[config.mk]
export PLATFORM = sky130hd
export DESIGN_NAME = emu_break_ctrl
export DESIGN_NICKNAME = d
export VERILOG_FILES = /design/src/rtl/brk_pkg.sv /design/src/rtl/brk_cfg_regs.sv /design/src/rtl/brk_addr_cmp.sv /design/src/rtl/brk_region_check.sv /design/src/rtl/brk_pin_sync.sv /design/src/rtl/emu_break_ctrl.sv
export SDC_FILE = /design/constraint.sdc
export NUM_CORES = 1
export LEC_CHECK = 0
export BUFFER_PORTS_ARGS = -buffer_cell sky130_fd_sc_hd__buf_4
export CORE_MARGIN = 4
export CORE_UTILIZATION = 40
export DETAILED_ROUTE_END_ITERATION = 12
export GPL_ROUTABILITY_DRIVEN = 1
export MAX_ROUTING_LAYER = met4
export PLACE_DENSITY_LB_ADDON = 0.08
export SETUP_SLACK_MARGIN = 0.5
export SYNTH_ARGS = -nofsm -noshare
export SYNTH_HDL_FRONTEND = slang
export SYNTH_SLANG_ARGS = --single-unit
export TNS_END_PERCENT = 10
[constraint.sdc]
create_clock -name clk -period 3.5 [get_ports clk]
set_clock_uncertainty 0.2 [all_clocks]
set_input_delay 0.35 -clock clk [delete_from_list [all_inputs] [get_ports clk]]
set_output_delay 0.35 -clock clk [all_outputs]
set_load 0.01 [all_outputs]
[src/rtl/brk_pkg.sv]
// Package brk_pkg
// Purpose : shared encodings for the emulator break controller.
// Assumes : four bus phases, one per clock; seven break sources.
package brk_pkg;

    localparam logic [1:0] KIND_FETCH = 2'd0;
    localparam logic [1:0] KIND_READ  = 2'd1;
    localparam logic [1:0] KIND_WRITE = 2'd2;
    localparam logic [1:0] KIND_NONE  = 2'd3;

    localparam logic [1:0] PH_T1 = 2'd0;
    localparam logic [1:0] PH_T2 = 2'd1;
    localparam logic [1:0] PH_T3 = 2'd2;
    localparam logic [1:0] PH_T4 = 2'd3;

    localparam int CZ_FORCE = 0;
    localparam int CZ_BPT   = 1;
    localparam int CZ_ROM   = 2;
    localparam int CZ_UNMAP = 3;
    localparam int CZ_RO    = 4;
    localparam int CZ_STACK = 5;
    localparam int CZ_PIN   = 6;
    localparam int CAUSE_W  = 7;

    // configuration register indices
    localparam int IX_ROM_LIM  = 0;
    localparam int IX_RAM_BASE = 1;
    localparam int IX_RAM_LIM  = 2;
    localparam int IX_IO_BASE  = 3;
    localparam int IX_IO_LIM   = 4;
    localparam int IX_RO_BASE  = 5;
    localparam int IX_RO_LIM   = 6;
    localparam int IX_STK_BASE = 7;
    localparam int IX_STK_LIM  = 8;
    localparam int IX_CMP0     = 9;

endpackage

[src/rtl/brk_cfg_regs.sv]
// Module brk_cfg_regs
// Purpose : host-writable register file for the region limits and the
//           comparator settings.
// Assumes : indices at or above NREG are ignored; reset clears every entry.
module brk_cfg_regs #(
    parameter int AW   = 12,
    parameter int NREG = 15,
    parameter int IW   = 4
) (
    input  logic                     clk,
    input  logic                     rst_n,
    input  logic                     wr,
    input  logic [IW-1:0]            idx,
    input  logic [AW-1:0]            wdata,
    output logic [NREG-1:0][AW-1:0]  regs_q
);

    // one register per generated slot, written when selected
    for (genvar g = 0; g < NREG; g++) begin : g_reg
        // load slot g on a matching write
        always_ff @(posedge clk) begin
            if (!rst_n)
                regs_q[g] <= '0;
            else if (wr && (idx == IW'(g)))
                regs_q[g] <= wdata;
        end
    end

endmodule

[src/rtl/brk_addr_cmp.sv]
// Module brk_addr_cmp
// Purpose : one address comparator qualified by the access kind.
// Assumes : mode bits [2:0] enable fetch, read and write; the upper bits
//           carry no meaning.
module brk_addr_cmp
    import brk_pkg::*;
#(
    parameter int AW = 12
) (
    input  logic          sample,
    input  logic [1:0]    kind,
    input  logic [AW-1:0] addr,
    input  logic [AW-1:0] cmp_addr,
    input  logic [AW-1:0] mode_word,
    output logic          hit
);

    logic kind_en;
    logic unused_mode_hi;

    assign unused_mode_hi = ^mode_word[AW-1:3];

    // select the enable bit for the current access kind
    always_comb begin
        case (kind)
            KIND_FETCH: kind_en = mode_word[0];
            KIND_READ:  kind_en = mode_word[1];
            KIND_WRITE: kind_en = mode_word[2];
            default:    kind_en = 1'b0;
        endcase
    end

    assign hit = sample && kind_en && (addr == cmp_addr);

endmodule

[src/rtl/brk_region_check.sv]
// Module brk_region_check
// Purpose : memory-map, write-protect and stack-window violation detection.
// Assumes : windows are [base, limit); the ROM window is [0, rom_lim).
module brk_region_check
    import brk_pkg::*;
#(
    parameter int AW = 12
) (
    input  logic          sample,
    input  logic [1:0]    kind,
    input  logic [AW-1:0] addr,
    input  logic [AW-1:0] rom_lim,
    input  logic [AW-1:0] ram_base,
    input  logic [AW-1:0] ram_lim,
    input  logic [AW-1:0] io_base,
    input  logic [AW-1:0] io_lim,
    input  logic [AW-1:0] ro_base,
    input  logic [AW-1:0] ro_lim,
    input  logic [AW-1:0] stk_base,
    input  logic [AW-1:0] stk_lim,
    input  logic          stk_move,
    input  logic [AW-1:0] sp_next,
    output logic          ro_hit,
    output logic          rom_viol,
    output logic          unmap_viol,
    output logic          ro_viol,
    output logic          stk_viol
);

    function automatic logic in_win(input logic [AW-1:0] a,
                                    input logic [AW-1:0] lo,
                                    input logic [AW-1:0] hi);
        return (a >= lo) && (a < hi);
    endfunction

    logic is_data;
    logic is_write;
    logic in_ram;
    logic in_io;

    // classify the access and test each window
    always_comb begin
        is_data    = (kind == KIND_READ) || (kind == KIND_WRITE);
        is_write   = (kind == KIND_WRITE);
        in_ram     = in_win(addr, ram_base, ram_lim);
        in_io      = in_win(addr, io_base, io_lim);
        ro_hit     = is_write && in_win(addr, ro_base, ro_lim);
        rom_viol   = sample && (kind == KIND_FETCH) && (addr >= rom_lim);
        unmap_viol = sample && is_data && !in_ram && !in_io;
        ro_viol    = sample && ro_hit;
        stk_viol   = stk_move && !in_win(sp_next, stk_base, stk_lim);
    end

endmodule

[src/rtl/brk_pin_sync.sv]
// Module brk_pin_sync
// Purpose : synchronise the external break pin and flag its falling edge.
// Assumes : the pin idles high; the edge flag is valid two edges after the fall.
module brk_pin_sync #(
    parameter int STAGES = 2
) (
    input  logic clk,
    input  logic rst_n,
    input  logic pin_n,
    output logic fall
);

    logic [STAGES:0] sh_q;

    // shift the pin through the synchroniser and one history stage
    always_ff @(posedge clk) begin
        if (!rst_n)
            sh_q <= '1;
        else
            sh_q <= {sh_q[STAGES-1:0], pin_n};
    end

    assign fall = sh_q[STAGES] && !sh_q[STAGES-1];

endmodule

[src/rtl/emu_break_ctrl.sv]
// Module emu_break_ctrl
// Purpose : merge every break source into one registered break flag with
//           a sticky cause vector, and drive the trace-trigger and stop lines.
// Assumes : bus_phase advances one step per clock; bus address and kind are
//           stable from T2; the host programs the map before running.
module emu_break_ctrl
    import brk_pkg::*;
#(
    parameter  int AW   = 12,
    parameter  int BP_N = 2,
    localparam int NCMP = BP_N + 1,
    localparam int NREG = IX_CMP0 + 2 * NCMP,
    localparam int IW   = $clog2(NREG)
) (
    input  logic               clk,
    input  logic               rst_n,
    input  logic               cfg_wr,
    input  logic [IW-1:0]      cfg_idx,
    input  logic [AW-1:0]      cfg_wdata,
    input  logic               host_force,
    input  logic               host_resume,
    input  logic               host_ack,
    input  logic               bus_valid,
    input  logic [1:0]         bus_phase,
    input  logic [1:0]         bus_kind,
    input  logic [AW-1:0]      bus_addr,
    input  logic               stk_push,
    input  logic               stk_pop,
    input  logic [AW-1:0]      sp_next,
    input  logic               cpu_halt,
    input  logic               cpu_sleep,
    input  logic               ext_brk_n,
    output logic               brk_req,
    output logic [CAUSE_W-1:0] brk_cause,
    output logic               mem_we,
    output logic               trg_n,
    output logic               stop_n
);

    logic [NREG-1:0][AW-1:0] cfg_q;
    logic [AW-1:0]           ro_base;
    logic [AW-1:0]           ro_lim;
    logic                    sample;
    logic [NCMP-1:0]         cmp_hit;
    logic                    ro_hit;
    logic                    rom_viol;
    logic                    unmap_viol;
    logic                    ro_viol;
    logic                    stk_viol;
    logic                    pin_fall;
    logic                    arm;
    logic [CAUSE_W-1:0]      src;
    logic [CAUSE_W-1:0]      new_cause;
    logic                    brk_q;
    logic [CAUSE_W-1:0]      cause_q;
    logic                    trg_q;

    assign sample  = bus_valid && (bus_phase == PH_T2);
    assign ro_base = cfg_q[IX_RO_BASE];
    assign ro_lim  = cfg_q[IX_RO_LIM];

    brk_cfg_regs #(.AW(AW), .NREG(NREG), .IW(IW)) u_cfg (
        .clk    (clk),
        .rst_n  (rst_n),
        .wr     (cfg_wr),
        .idx    (cfg_idx),
        .wdata  (cfg_wdata),
        .regs_q (cfg_q)
    );

    // breakpoint comparators, the last one serves as the trace trigger
    for (genvar k = 0; k < NCMP; k++) begin : g_cmp
        brk_addr_cmp #(.AW(AW)) u_cmp (
            .sample    (sample),
            .kind      (bus_kind),
            .addr      (bus_addr),
            .cmp_addr  (cfg_q[IX_CMP0 + 2*k]),
            .mode_word (cfg_q[IX_CMP0 + 2*k + 1]),
            .hit       (cmp_hit[k])
        );
    end

    brk_region_check #(.AW(AW)) u_region (
        .sample     (sample),
        .kind       (bus_kind),
        .addr       (bus_addr),
        .rom_lim    (cfg_q[IX_ROM_LIM]),
        .ram_base   (cfg_q[IX_RAM_BASE]),
        .ram_lim    (cfg_q[IX_RAM_LIM]),
        .io_base    (cfg_q[IX_IO_BASE]),
        .io_lim     (cfg_q[IX_IO_LIM]),
        .ro_base    (ro_base),
        .ro_lim     (ro_lim),
        .stk_base   (cfg_q[IX_STK_BASE]),
        .stk_lim    (cfg_q[IX_STK_LIM]),
        .stk_move   (stk_push || stk_pop),
        .sp_next    (sp_next),
        .ro_hit     (ro_hit),
        .rom_viol   (rom_viol),
        .unmap_viol (unmap_viol),
        .ro_viol    (ro_viol),
        .stk_viol   (stk_viol)
    );

    brk_pin_sync #(.STAGES(2)) u_pin (
        .clk   (clk),
        .rst_n (rst_n),
        .pin_n (ext_brk_n),
        .fall  (pin_fall)
    );

    // gather the sources; detection is masked during a break or a resume
    always_comb begin
        src            = '0;
        src[CZ_FORCE]  = host_force;
        src[CZ_BPT]    = |cmp_hit[NCMP-2:0];
        src[CZ_ROM]    = rom_viol;
        src[CZ_UNMAP]  = unmap_viol;
        src[CZ_RO]     = ro_viol;
        src[CZ_STACK]  = stk_viol;
        src[CZ_PIN]    = pin_fall;
        arm            = !brk_q && !host_resume;
        new_cause      = arm ? src : '0;
    end

    // break state: set by any armed source, dropped by resume
    always_ff @(posedge clk) begin
        if (!rst_n)
            brk_q <= 1'b0;
        else if (host_resume)
            brk_q <= 1'b0;
        else if (|new_cause)
            brk_q <= 1'b1;
    end

    // sticky cause vector, cleared by acknowledge, new bits win
    always_ff @(posedge clk) begin
        if (!rst_n)
            cause_q <= '0;
        else
            cause_q <= (host_ack ? '0 : cause_q) | new_cause;
    end

    // trace trigger registered at T2 so the low pulse covers T3
    always_ff @(posedge clk) begin
        if (!rst_n)
            trg_q <= 1'b0;
        else
            trg_q <= cmp_hit[NCMP-1];
    end

    assign brk_req   = brk_q;
    assign brk_cause = cause_q;
    assign trg_n     = !trg_q;
    assign mem_we    = bus_valid && (bus_phase == PH_T3) &&
                       (bus_kind == KIND_WRITE) && !ro_hit;
    assign stop_n    = !(cpu_halt || cpu_sleep || brk_q);

endmodule

* Word-level counts from Yosys, hierarchy flattened
Index checks and enable logic that the tools add are counted.
** Word-level totals
- Bits in latches :: 0
- Bits in writable memories :: 0
- ROM bits :: 0
- Memories :: 0
- Input bits :: 56
- Word-level logic and storage cells :: 113
- Register bits :: 165
** Cells by class
- Mux-type cells :: 5
- Shift operators :: 0
- Multiply operators :: 0
- Reduce and logical (&&, ||, !) cells :: 57
- $add $sub $neg :: 0
- $lt $le $gt $ge :: 9
- Bitwise gates (word level) :: 2
- Divide/modulo/power cells :: 0
- Equality and inequality tests :: 21
** Operators by type and width (number)
- $ge A12 B12 Y1 :: 5
- $lt A12 B12 Y1 :: 4
- $logic_and A1 B1 Y1 :: 39
- $eq A12 B12 Y1 :: 3
- $eq A4 B4 Y1 const B :: 7
- $eq A4 B3 Y1 const B :: 4
- $mux W7 :: 2
- $logic_not A1 Y1 :: 9
- $pmux W1 S3 :: 3
- $eq A4 B2 Y1 const B :: 2
- $or A7 B7 Y7 :: 1
- $reduce_or A7 Y1 :: 1
- $eq A2 B1 Y1 const B :: 2
- $eq A2 B2 Y1 const B :: 2
- $eq A4 B1 Y1 const B :: 1
- $logic_not A4 Y1 :: 1
- $logic_or A1 B1 Y1 :: 4
- $reduce_or A2 Y1 :: 2
- $logic_not A2 Y1 :: 1
- $not A1 Y1 :: 1

* Logic depth before layout (Yosys ltp)
- Depth in word-level cells :: 7
- Depth in mapped cells :: 10
- Gate-level depth less buffers :: 9

* Cells and area by module
Synthesis repeated with hierarchy kept, for this count alone.
** Unflattened totals
- Cell total of the unflattened synthesis :: 1106
- Area total of the unflattened synthesis :: 10017.1 µm²
** Modules (own cells, without submodules)
- brk_cfg_regs :: area each 6482.5 µm², sequential area each 3603.5 µm², instances 1, cells an instance 627
- brk_region_check :: area each 2567.5 µm², sequential area each 0.0 µm², instances 1, cells an instance 365
- brk_addr_cmp :: area each 168.9 µm², sequential area each 0.0 µm², instances 3, cells an instance 21
- emu_break_ctrl :: area each 375.4 µm², sequential area each 180.2 µm², instances 1, cells an instance 44
- brk_pin_sync :: area each 85.1 µm², sequential area each 60.1 µm², instances 1, cells an instance 7

* Worst setup path after synthesis
No wires, ideal clock.
- Path kind :: input -> output
- Start point :: input bus_addr[0]
- End point :: output mem_we
- Stages :: 9
- Required time :: 2.950 ns
- Arrival time :: 2.092 ns
- Path slack :: 0.858 ns
- Buffers on the path :: 1
- Cell sequence :: buf_6 -> inv_1 -> ha_1 -> nand2b_1 -> a2111oi_0 -> nor4_1 -> a2111oi_2 -> nor3_1 -> nor2_1
** Between the ends
- Word-level cells in the longest chain between the ends :: 5
- Elaborated cells between the ends (all ways) :: 6
- Classes of those cells :: order compare (2); reduce/logical (4)
** RTL lines
- from (decl) :: RTL line emu_break_ctrl.sv:26 : input logic [AW-1:0] bus_addr,
- $ge A12 B12 Y1 or $lt A12 B12 Y1 (tied branches) :: RTL line brk_region_check.sv:33 : return (a >= lo) && (a < hi);
- $logic_and A1 B1 Y1 (*) :: RTL line brk_region_check.sv:33
- $logic_and A1 B1 Y1 (*) :: RTL line brk_region_check.sv:47 : ro_hit = is_write && in_win(addr, ro_base, ro_lim);
- $logic_not A1 Y1 (*) :: RTL line emu_break_ctrl.sv:156 : (bus_kind == KIND_WRITE) && !ro_hit;
- $logic_and A1 B1 Y1 (*) :: RTL line emu_break_ctrl.sv:156
- to (decl) :: RTL line emu_break_ctrl.sv:35 : output logic mem_we,
Every way passes the cells marked *; elsewhere a longest branch is shown, timed or not.

* Final worst setup path
- Start point :: register u_cfg.regs_q[60] (netlist bit)
- End point :: output mem_we
** Between the ends
- Word-level cells in the longest chain between the ends :: 5
** RTL lines
- from (decl) :: RTL line brk_cfg_regs.sv:15 : output logic [NREG-1:0][AW-1:0] regs_q
- from (signal, indexed assignment) :: RTL line brk_cfg_regs.sv:25 : regs_q[g] <= wdata;
- $ge A12 B12 Y1 :: RTL line brk_region_check.sv:33
- $logic_and A1 B1 Y1 :: RTL line brk_region_check.sv:33
- $logic_and A1 B1 Y1 :: RTL line brk_region_check.sv:47
- $logic_not A1 Y1 :: RTL line emu_break_ctrl.sv:156
- $logic_and A1 B1 Y1 :: RTL line emu_break_ctrl.sv:156
No other way between the ends.

==> metrics <==
outcome=finished, final reports clean; Synth Area per Inst=8.40 sq um; clk buf depth=2; Peak VDD IR=0.302 mV; post-layout min period=2.86 ns; multi-input logic area=5060 sq um; Core Area=21900 sq um; largest net degree at the start of global routing=55; worst path cell trace=ha_1 -> nand2b_4 -> a2111oi_4 -> nor4_2 -> a2111oi_2 -> buf_4 -> nor3_2 -> nor2_1 -> buf_4; most common cell after layout, fill and taps aside=dfxtp_1; post-route core utilization=47.2%; Peak Freq=350 MHz; Syn Nets=1226; post-route ant nets=0; reg2reg path depth=10; DRC=0; area leader, netlist=dfxtp_1; #FFs+latches synth=165; Finished Layout Cells=1408; Worst slew margin=38.4%; placed wire-length estimate=16.9 mm; Cell variety after synth=48; Final Hold Viols=0; fin. max-slew vios=0; CTS Buf Count=17; hold path cells=3; Storage cell area=3300 sq um; die area=24700 sq um; Crit Path Class=reg2out; Clk Latency, worst-skew pair=0.43 ns; Critical Path RT=2.95 ns; asr flop ratio synth=0%; layout cells sized above 1=10.5%; filler cell count=2227; Synth Instances=1062; RSZ-0062 raised after global routing=false; Synth-to-Final Area Change=15.8%; die height=157 microns; Tcrit/Tclk final=81.7%; NumNets Final=1279; R2R setup slack=0.93 ns; Initial Util=40.7%; commonest cells after routing, fill and taps aside=dfxtp_1, nand2_1, nor2_1, inv_1, ha_1; slew at the pin closest to its max-slew limit=0.921 ns; family with the most delay on the worst path=compound AO/OA/AOI/OAI gates; vias in the first global route=6852; Leak=3.95 nW; Max H-tree Level=4; antenna violations before repair=0; CP dominant cell by count=buf_4; slowest CP cell=a2111oi_2; number of synthesized flops with an enable pin=0; reg2reg end=brk_req; PD cells=406 nW/um^2; vias per inst=5.07; Min-Delay Endpoint=u_cfg.regs_q[96]; Critical Path Max Stage Delay=0.33 ns; Synth top area share=37.0%; min-delay src=cfg_wdata[0]; Routed WL=25.0 mm; final-report setup violation count=0; synthesized area=8920 sq um; Boundary Pins=67; synth top area cells=dfxtp_1, ha_1, mux2i_1; Global Route Usage Sum=21.5%; R2R Path Start=u_cfg.regs_q[69]; Buf/Inv on CP=2; root buffer cell=clkbuf_16; Hold WS=0.0846 ns; sequential element share of the synthesized area=37.0%; ant diodes=0; total global routing overflow=0; crit path max fanout=2; first-pass GRT wire length=39.2 mm; warnings from Yosys=0; DR WL/cell=17.8 microns; Setup crit end kind=primary output; die width=157 microns; HP Class=in2reg; Critical Path AT=2.31 ns; sum of negative setup slack=0 ns; clock sink total=165; Setup crit start kind=flop; DRT iter0 DRCs=340; main flop type after synthesis=dfxtp_1; Clock transition at path regs=0.06 ns; gp weighted congestion=0.787; iteration count of the initial detailed-routing pass=4; row count=54; max capacitance violation total=0; Placed Cells=1369; TritonCTS clock tree=yes; IO buf count=66; Vias=7135
## power breakdown
part,switching [W],internal (W)
registers,0.0000145,0.00190
clock network,0.000765,0.00102
logic,0.000298,0.000193
total,0.00108,0.00311
## what timing repair did
action,CTS,global route
hold buffers,5,0
gates resized for setup,3,5
setup buffers,2,0
setup endpoints to repair,1,1
pin swaps,1,2
cloned,0,0
endpoints found under the hold margin,5,0
## kinds of logic (layout without fill, tap and decap cells)
kind of cell,count (synthesis),in the layout,synth area share (%)
buf+inv,159,225,6.87
compound gates,149,149,9.81
xor+xnor,36,36,3.54
simple gates,352,352,17.2
mux,93,93,10.4
fa+ha+maj,108,108,15.2
flops,165,165,37.0
## registers in the layout, indices dropped and copies added (netlist names)
register	cells
brk_req	1
trg_q	1
brk_cause	7
u_pin.sh_q	3
u_cfg.regs_q	153
## synth_stat cells (9+ instances only)
cell type    n
a21o_1      10
a21oi_1     93
clkbuf_1    41
dfxtp_1    165
ha_1       108
inv_1      107
mux2i_1     93
nand2_1    137
nand2b_1    11
nand3_1     22
nand4_1     17
nor2_1     124
nor3_1      13
nor4_1       9
o21ai_0     14
xnor2_1     25
xor2_1      11
## layer usage
layer / track usage [%] / wire length (microns) / vias to the layer above / share of wire (%)
li1: - / - / 3659 / -
met1: 29.0 / 12300 / 3346 / 49
met2: 34.8 / 11800 / 116 / 47
met3: 3.22 / 732 / 14 / 2.9
met4: 3.93 / 174 / 0 / 0.69
met5: - / 0 / - / 0
## how the worst max path moves through the flow
stage | start | end | slack [ns] | cells past startpoint
2_1_floorplan | bus_addr[0] | mem_we | 0.86 | 9
3_3_place_gp | bus_addr[0] | mem_we | 0.42 | 10
3_5_place_dp | bus_addr[0] | mem_we | 0.39 | 10
4_1_cts | u_cfg.regs_q[79] | mem_we | 0.52 | 8
5_1_grt | u_cfg.regs_q[60] | mem_we | 0.50 | 9
6_report | u_cfg.regs_q[60] | mem_we | 0.64 | 9
## worst register-to-register path, cell delays in order (launching register included)
cell       delay [ns]
dfxtp_1          0.34
inv_1            0.05
ha_1             0.29
nand4_1          0.16
nor4_2           0.36
a2111oi_2        0.09
buf_4            0.16
buf_4            0.13
nor4b_2          0.34
nor3_1           0.11
a311oi_1         0.26
## final cells by class
type / count / share of cell area, %
flip-flops and latches: 165 / 32.0
well taps: 280 / 3.39
clock inverters: 7 / 0.715
inverters: 108 / 3.95
repair buffers: 85 / 6.42
multi-input cells: 738 / 48.9
clock buffers: 25 / 4.60
## per-stage QoR
step	total power [W]	worst slack, ns	instance area (sq um)
floorplan	0.00223	0.858	8920
global placement	0.00244	0.419	9660
detailed placement	0.00244	0.391	9660
CTS	0.00424	0.518	10300
global route	0.00438	0.503	10300
finish	0.00419	0.640	10300
Note: power is estimated with default switching activity, not from simulation.
